$ cat src/rtl/dpa_pkg.sv
package dpa_pkg;

   localparam int NCOND = 6;
   localparam int CODE_W = 3;
   localparam int ROW_W = NCOND * CODE_W;

   localparam int C_OFF  = 0;
   localparam int C_DLK  = 1;
   localparam int C_OSLK = 2;
   localparam int C_AUTH = 3;
   localparam int C_SLK  = 4;
   localparam int C_DFLT = 5;

   typedef enum logic [CODE_W-1:0] {
      PC_ERR  = 3'd0,
      PC_RW   = 3'd1,
      PC_RO   = 3'd2,
      PC_ROWI = 3'd3,
      PC_WI   = 3'd4,
      PC_CONT = 3'd7
   } perm_code_e;

   // packs one register's codes, lowest condition in the low bits
   function automatic logic [ROW_W-1:0] mk_row(
      input logic [2:0] off, input logic [2:0] dlk, input logic [2:0] oslk,
      input logic [2:0] auth, input logic [2:0] slk, input logic [2:0] dflt);
      return {dflt, slk, auth, oslk, dlk, off};
   endfunction

   // index 0: status register, 1: read-only register, 2: plain register,
   // 3: register that drops writes under OS lock
   localparam logic [4*ROW_W-1:0] DEFAULT_TABLE = {
      mk_row(3'd0, 3'd0, 3'd4, 3'd0, 3'd3, 3'd1),
      mk_row(3'd0, 3'd0, 3'd0, 3'd0, 3'd3, 3'd1),
      mk_row(3'd0, 3'd0, 3'd0, 3'd0, 3'd3, 3'd2),
      mk_row(3'd7, 3'd7, 3'd7, 3'd7, 3'd3, 3'd1)
   };

endpackage

$ cat src/rtl/dpa_row_select.sv
module dpa_row_select
   import dpa_pkg::*;
#(
   parameter int NUM_REGS = 4,
   parameter int IDX_W = 3,
   parameter logic [NUM_REGS*ROW_W-1:0] PERM_TABLE = '0
) (
   input  logic [IDX_W-1:0] idx_i,
   output logic [ROW_W-1:0] row_o,
   output logic             idx_ok_o
);

   logic [ROW_W-1:0] rows [NUM_REGS];

   for (genvar r = 0; r < NUM_REGS; r++) begin : g_row
      assign rows[r] = PERM_TABLE[r*ROW_W +: ROW_W];
   end

   always_comb begin
      row_o = '0;
      idx_ok_o = 1'b0;
      for (int r = 0; r < NUM_REGS; r++) begin
         if (32'(idx_i) == r) begin
            row_o = rows[r];
            idx_ok_o = 1'b1;
         end
      end
   end

endmodule

$ cat src/rtl/dpa_cond_scan.sv
module dpa_cond_scan
   import dpa_pkg::*;
(
   input  logic [NCOND-1:0]  hit_i,
   input  logic [ROW_W-1:0]  row_i,
   output logic [CODE_W-1:0] code_o,
   output logic [2:0]        win_o
);

   logic [CODE_W-1:0] cond_code [NCOND];
   logic [NCOND-1:0]  take;

   for (genvar c = 0; c < NCOND; c++) begin : g_cond
      assign cond_code[c] = row_i[c*CODE_W +: CODE_W];
      assign take[c] = hit_i[c] && (cond_code[c] != PC_CONT);
   end

   // the lowest index that takes wins; walking downward lets it overwrite
   always_comb begin
      code_o = PC_ERR;
      win_o = 3'(NCOND);
      for (int c = NCOND - 1; c >= 0; c--) begin
         if (take[c]) begin
            code_o = cond_code[c];
            win_o = 3'(c);
         end
      end
   end

endmodule

$ cat src/rtl/dpa_sticky.sv
module dpa_sticky (
   input  logic clk,
   input  logic rst_n,
   input  logic set_i,
   input  logic clr_i,
   output logic q_o
);

   always_ff @(posedge clk or negedge rst_n) begin
      if (!rst_n) begin
         q_o <= 1'b0;
      end else if (set_i) begin
         q_o <= 1'b1;
      end else if (clr_i) begin
         q_o <= 1'b0;
      end
   end

endmodule

$ cat src/rtl/dbg_perm_arbiter.sv
module dbg_perm_arbiter
   import dpa_pkg::*;
#(
   parameter int DATA_W = 32,
   parameter int NUM_REGS = 4,
   parameter int IDX_W = 3,
   parameter int STATUS_IDX = 0,
   parameter int SDAD_BIT = 6,
   parameter logic [NUM_REGS*ROW_W-1:0] PERM_TABLE = DEFAULT_TABLE
) (
   input  logic              clk,
   input  logic              dbg_rst_n,
   input  logic              acc_valid,
   input  logic              acc_write,
   input  logic              acc_mmio,
   input  logic [IDX_W-1:0]  acc_idx,
   input  logic              dbg_pwr_on,
   input  logic              pwr_up,
   input  logic              dbl_lock,
   input  logic              os_lock,
   input  logic              ext_dbg_allow,
   input  logic              sw_lock,
   input  logic [DATA_W-1:0] reg_rdata,
   output logic [2:0]        rsp_code,
   output logic              rsp_err,
   output logic              rsp_wr_en,
   output logic [DATA_W-1:0] rsp_rdata,
   output logic              sticky_denied
);

   localparam int IDX_SPAN = 1 << IDX_W;

   if (NUM_REGS < 1 || NUM_REGS > IDX_SPAN) begin : g_bad_regs
      $error("NUM_REGS must lie in 1..2**IDX_W");
   end
   if (STATUS_IDX < 0 || STATUS_IDX >= NUM_REGS) begin : g_bad_status
      $error("STATUS_IDX outside the table");
   end
   if (SDAD_BIT < 0 || SDAD_BIT >= DATA_W) begin : g_bad_bit
      $error("SDAD_BIT outside the data word");
   end
   for (genvar r = 0; r < NUM_REGS; r++) begin : g_chk_row
      if (PERM_TABLE[r*ROW_W + C_DFLT*CODE_W +: CODE_W] == 3'd7) begin : g_bad_dflt
         $error("default column may not hold the continue code");
      end
   end

   logic [ROW_W-1:0]  row;
   logic              idx_ok;
   logic [NCOND-1:0]  hit;
   logic [CODE_W-1:0] scan_code;
   logic [2:0]        win;
   logic [CODE_W-1:0] eff_code;
   logic              set_flag;
   logic              clr_flag;
   logic              data_read;
   logic              is_status;

   dpa_row_select #(
      .NUM_REGS  (NUM_REGS),
      .IDX_W     (IDX_W),
      .PERM_TABLE(PERM_TABLE)
   ) u_row (
      .idx_i   (acc_idx),
      .row_o   (row),
      .idx_ok_o(idx_ok)
   );

   assign hit[C_OFF]  = !pwr_up;
   assign hit[C_DLK]  = dbl_lock;
   assign hit[C_OSLK] = os_lock;
   assign hit[C_AUTH] = !ext_dbg_allow;
   assign hit[C_SLK]  = sw_lock && acc_mmio;
   assign hit[C_DFLT] = 1'b1;

   dpa_cond_scan u_scan (
      .hit_i (hit),
      .row_i (row),
      .code_o(scan_code),
      .win_o (win)
   );

   always_comb begin
      eff_code = PC_ERR;
      if (dbg_pwr_on && idx_ok) begin
         case (scan_code)
            PC_RW, PC_RO, PC_ROWI, PC_WI: eff_code = scan_code;
            default:                      eff_code = PC_ERR;
         endcase
      end
   end

   assign rsp_code  = eff_code;
   assign rsp_err   = acc_valid && (eff_code == PC_ERR);
   assign rsp_wr_en = acc_valid && acc_write && (eff_code == PC_RW);
   assign data_read = acc_valid && !acc_write &&
                      (eff_code == PC_RW || eff_code == PC_RO || eff_code == PC_ROWI);
   assign is_status = (32'(acc_idx) == STATUS_IDX);

   always_comb begin
      rsp_rdata = '0;
      if (data_read) begin
         rsp_rdata = reg_rdata;
         if (is_status) begin
            rsp_rdata[SDAD_BIT] = sticky_denied;
         end
      end
   end

   assign set_flag = rsp_err && dbg_pwr_on && idx_ok && (win == 3'(C_AUTH));
   assign clr_flag = data_read && is_status;

   dpa_sticky u_sticky (
      .clk  (clk),
      .rst_n(dbg_rst_n),
      .set_i(set_flag),
      .clr_i(clr_flag),
      .q_o  (sticky_denied)
   );

   a_r1_dbg_off_err: assert property (@(posedge clk) disable iff (!dbg_rst_n)
      acc_valid && !dbg_pwr_on |-> rsp_err && !rsp_wr_en);

   a_r1_dbg_off_keep: assert property (@(posedge clk) disable iff (!dbg_rst_n)
      acc_valid && !dbg_pwr_on |=> $stable(sticky_denied));

   a_r3_ext_port_no_slk: assert property (@(posedge clk) disable iff (!dbg_rst_n)
      acc_valid && !acc_mmio |-> win != 3'(C_SLK));

   a_r5_write_blocked: assert property (@(posedge clk) disable iff (!dbg_rst_n)
      rsp_code != PC_RW |-> !rsp_wr_en);

   a_r6_wi_reads_zero: assert property (@(posedge clk) disable iff (!dbg_rst_n)
      acc_valid && !acc_write && rsp_code == PC_WI |-> rsp_rdata == '0);

   a_r7_range_err: assert property (@(posedge clk) disable iff (!dbg_rst_n)
      acc_valid && !idx_ok |-> rsp_err);

   a_r8_auth_sets: assert property (@(posedge clk) disable iff (!dbg_rst_n)
      rsp_err && dbg_pwr_on && idx_ok && win == 3'(C_AUTH) |=> sticky_denied);

   a_r9_other_keep: assert property (@(posedge clk) disable iff (!dbg_rst_n)
      !acc_valid |=> $stable(sticky_denied));

   a_r10_status_clears: assert property (@(posedge clk) disable iff (!dbg_rst_n)
      acc_valid && !acc_write && is_status && !rsp_err && rsp_code != PC_WI
      |=> !sticky_denied);

endmodule

$ cat config.mk
export PLATFORM = sky130hd
export DESIGN_NAME = dbg_perm_arbiter
export DESIGN_NICKNAME = d
export VERILOG_FILES = /design/src/rtl/dpa_pkg.sv /design/src/rtl/dpa_row_select.sv /design/src/rtl/dpa_cond_scan.sv /design/src/rtl/dpa_sticky.sv /design/src/rtl/dbg_perm_arbiter.sv
export SDC_FILE = /design/constraint.sdc
export NUM_CORES = 1
export LEC_CHECK = 0
export BUFFER_PORTS_ARGS = -buffer_cell sky130_fd_sc_hd__buf_2
export CAP_MARGIN = 10
export CORE_MARGIN = 2
export CORE_UTILIZATION = 32
export CTS_CLUSTER_SIZE = 40
export DETAILED_ROUTE_END_ITERATION = 8
export GPL_TIMING_DRIVEN = 0
export PLACE_DENSITY = 0.82
export SLEW_MARGIN = 40
export SYNTH_ARGS = -nofsm -noshare
export SYNTH_HDL_FRONTEND = slang
export SYNTH_SLANG_ARGS = --single-unit
$ cat constraint.sdc
create_clock -name clk -period 1.5 [get_ports clk]
set_input_delay 0.075 -clock clk [delete_from_list [all_inputs] [get_ports clk]]
set_output_delay 0.075 -clock clk [all_outputs]
set_load 0.01 [all_outputs]
==> flow_summary.toml <==
[status]
status = "completed"

[critical_path]
endpoint_kind = "output pin"
worst_setup_path_start_kind = "primary input"
worstSetupPathType = "in -> out"
critPathRequiredTime_ns = 1.42
reg2reg_depth = 2
cp.arrival_ns = 1.12
rrSetupSlack_ns = 0.83
cp_max_fo = 10

[sta]
slew_violations = 0
relSlewSlack_pct = 74.9
timing.final.crit_period_ns = 1.19
hold_viol_final = 0
min_period_over_period_pct = 79.4
whs_ns = 0.386
fin_worst_skew_ns = 0
finalSetupViolations = 0
max_freq_ghz = 0.840
tns_ns = 0
setup_slack_ns = 0.310
tightest_slew_ns = 0.373
rsz0062_at_grt = "no"

[floorplan]
std_cell_rows = 15
fp.dieArea_mm2 = 0.00218
coreArea_mm2 = 0.00173
initial_utilization_pct = 33.7
die_y_um = 46.6
die_x_um = 46.6
ios = 84

[global_routing]
overflow = 0
grt_max_degree = 11
grt_usage_pct = 15.1
grt_first_pass_wirelength_um = 2540
first_global_vias = 668
antenna_found_initial = 0

[placement]
dp_cells = 203
place_congestion = 0.604
dp_worst_setup_slack_ns = 0.303
dp_hpwl_um = 1700
post_dp_cell_area_mm2 = 0.00103
io_buffers = 83

[logic_synthesis]
synth_edf_count = 0
synth.area.top_cells = "nor3_1 (27%), inv_1 (21%), buf_6 (12%), nand4bb_4 (4.7%), dfrtp_1 (4.3%)"
ys_ff_latch = 1
yosysSeqAreaShare_pct = 4.30
synth_cells = 95
async_flop_share_pct = 100
synth_commonest_cells = "inv_1 (32), nor3_1 (31), buf_6 (6), nor2_1 (4)"
syn_area_um2 = 582
yosysMostFrequentCell = "inv_1"
synth_ff_type = "dfrtp_1"
yosysTopAreaCell = "nor3_1"
synth_cell_type_count = 22
synth_top_area_share_pct = 26.7
yosys_warnings = 0
syn-num-nets = 141
synth.avg_cell_area_um2 = 6.12

[routing]
drc_errors = 0
via_count = 904
avgRoutedWirePerCell_um = 9.46
dr.pass1.iters = 4
drt_iter0_markers = 2
routed_wl_um = 1930
via_per_inst = 4.43
ant_nets = 0

[power_and_ir_drop]
p_leak_nw = 0.694
p_total_mw = 0.213
ir_drop_mv = 0.217
power-per-cell-area_mw_per_mm2 = 205
internal-power_mw = 0.124
comb_power_share_pct = 83.0
p_seq_share_pct = 17.0
p_sw_mw = 0.0896
p_clk_share_pct = 0
swShare_pct = 42.0

[worst_hold_path]
min_path_type = "in -> async"

[layout]
final_cell_count_no_fill = 204
top_register = "u_sticky.q_o"
multi_input_area_um2 = 369
top_regs = "u_sticky.q_o x1"
final_layout_size_suffix_gt1_share_pct = 53.1
regArea_um2 = 25.0
syn_to_final_growth_pct = 78.5
largest_reg_flops = 1
nets = 227
final_area_mm2 = 0.00104
fillCellCount = 178
utilization_pct = 60.1
diodes = 0

[clock_network]
clkTransAtPathRegs_ns = 0
cts_resized = 0
insertion_delay_ns = 0
cts_setup_buffers = 0

[run]
drv_cap = 0
## final timing paths
path,from,end
max in group asynchronous,dbg_rst_n,u_sticky.q_o
min in group clk,acc_valid,u_sticky.q_o
worst max-delay path,dbl_lock,rsp_rdata[14]
worst max register to register,u_sticky.q_o,u_sticky.q_o
worst min-delay path,dbg_rst_n,u_sticky.q_o
worst min register to register,u_sticky.q_o,u_sticky.q_o
## kinds of logic (layout without fill, tap and decap cells)
logic type / Yosys count / in the layout / share of synthesized area, %
AOI/OAI and AO/OA: 7 / 7 / 10.8
buffers and inverters: 38 / 122 / 32.3
DFF: 1 / 1 / 4.30
muxes: 1 / 1 / 1.72
and+or+nand+nor: 48 / 48 / 51.0
## critical path, stage by stage
cell      delay [ns]
buf_2           0.11
and4bb_4        0.34
o211ai_4        0.11
buf_6           0.16
nor3_1          0.15
buf_2           0.17
## area by class of cell
class	instances	area share [%]
Timing Repair Buffer	84	41.0
Multi-Input combinational cell	56	35.5
Inverter	32	11.6
Buffer	6	6.51
Tap cell	25	3.01
Sequential cell	1	2.41
## power by group through the flow
stage	Sequential, mW	Combinational, mW	Clock [mW]
global route	0.0363	0.197	0
CTS	0.0362	0.179	0
floorplan	0.0383	0.0839	0
finish	0.0362	0.177	0
detailed placement	0.0361	0.176	0
global placement	0.0358	0.169	0
## routing by layer
layer	global-route usage, %	up-vias	share of wire, %
met1	15.3	387	36
met5	0	-	0
met3	0.392	0	9.2
li1	-	473	-
met2	34.2	44	54
met4	0	0	0
## cell usage in the layout, fill, tap and decap left out
cell type	instances
o21ai_0	1
inv_1	32
mux2i_1	1
dfrtp_1	1
nand4b_1	1
or3_1	1
and4bb_4	1
nand3b_1	1
o21ai_1	2
buf_2	83
nand4bb_1	1
o21ai_4	1
and2b_1	1
nor2_1	4
nand2_1	1
o211ai_4	1
nor2b_1	2
a21oi_1	2
nand4bb_4	1
nor3_2	2
nand3_1	1
buf_6	6
nor3_1	31
dlygate4sd3_1	1
## what timing repair did
action | 4_1_cts | 5_1_grt
hold buffers | 1 | 0
endpoints found under the hold margin | 1 | 0
endpoints found under the setup margin | 0 | 0
No activity file was read; power rests on OpenSTA's default activity.
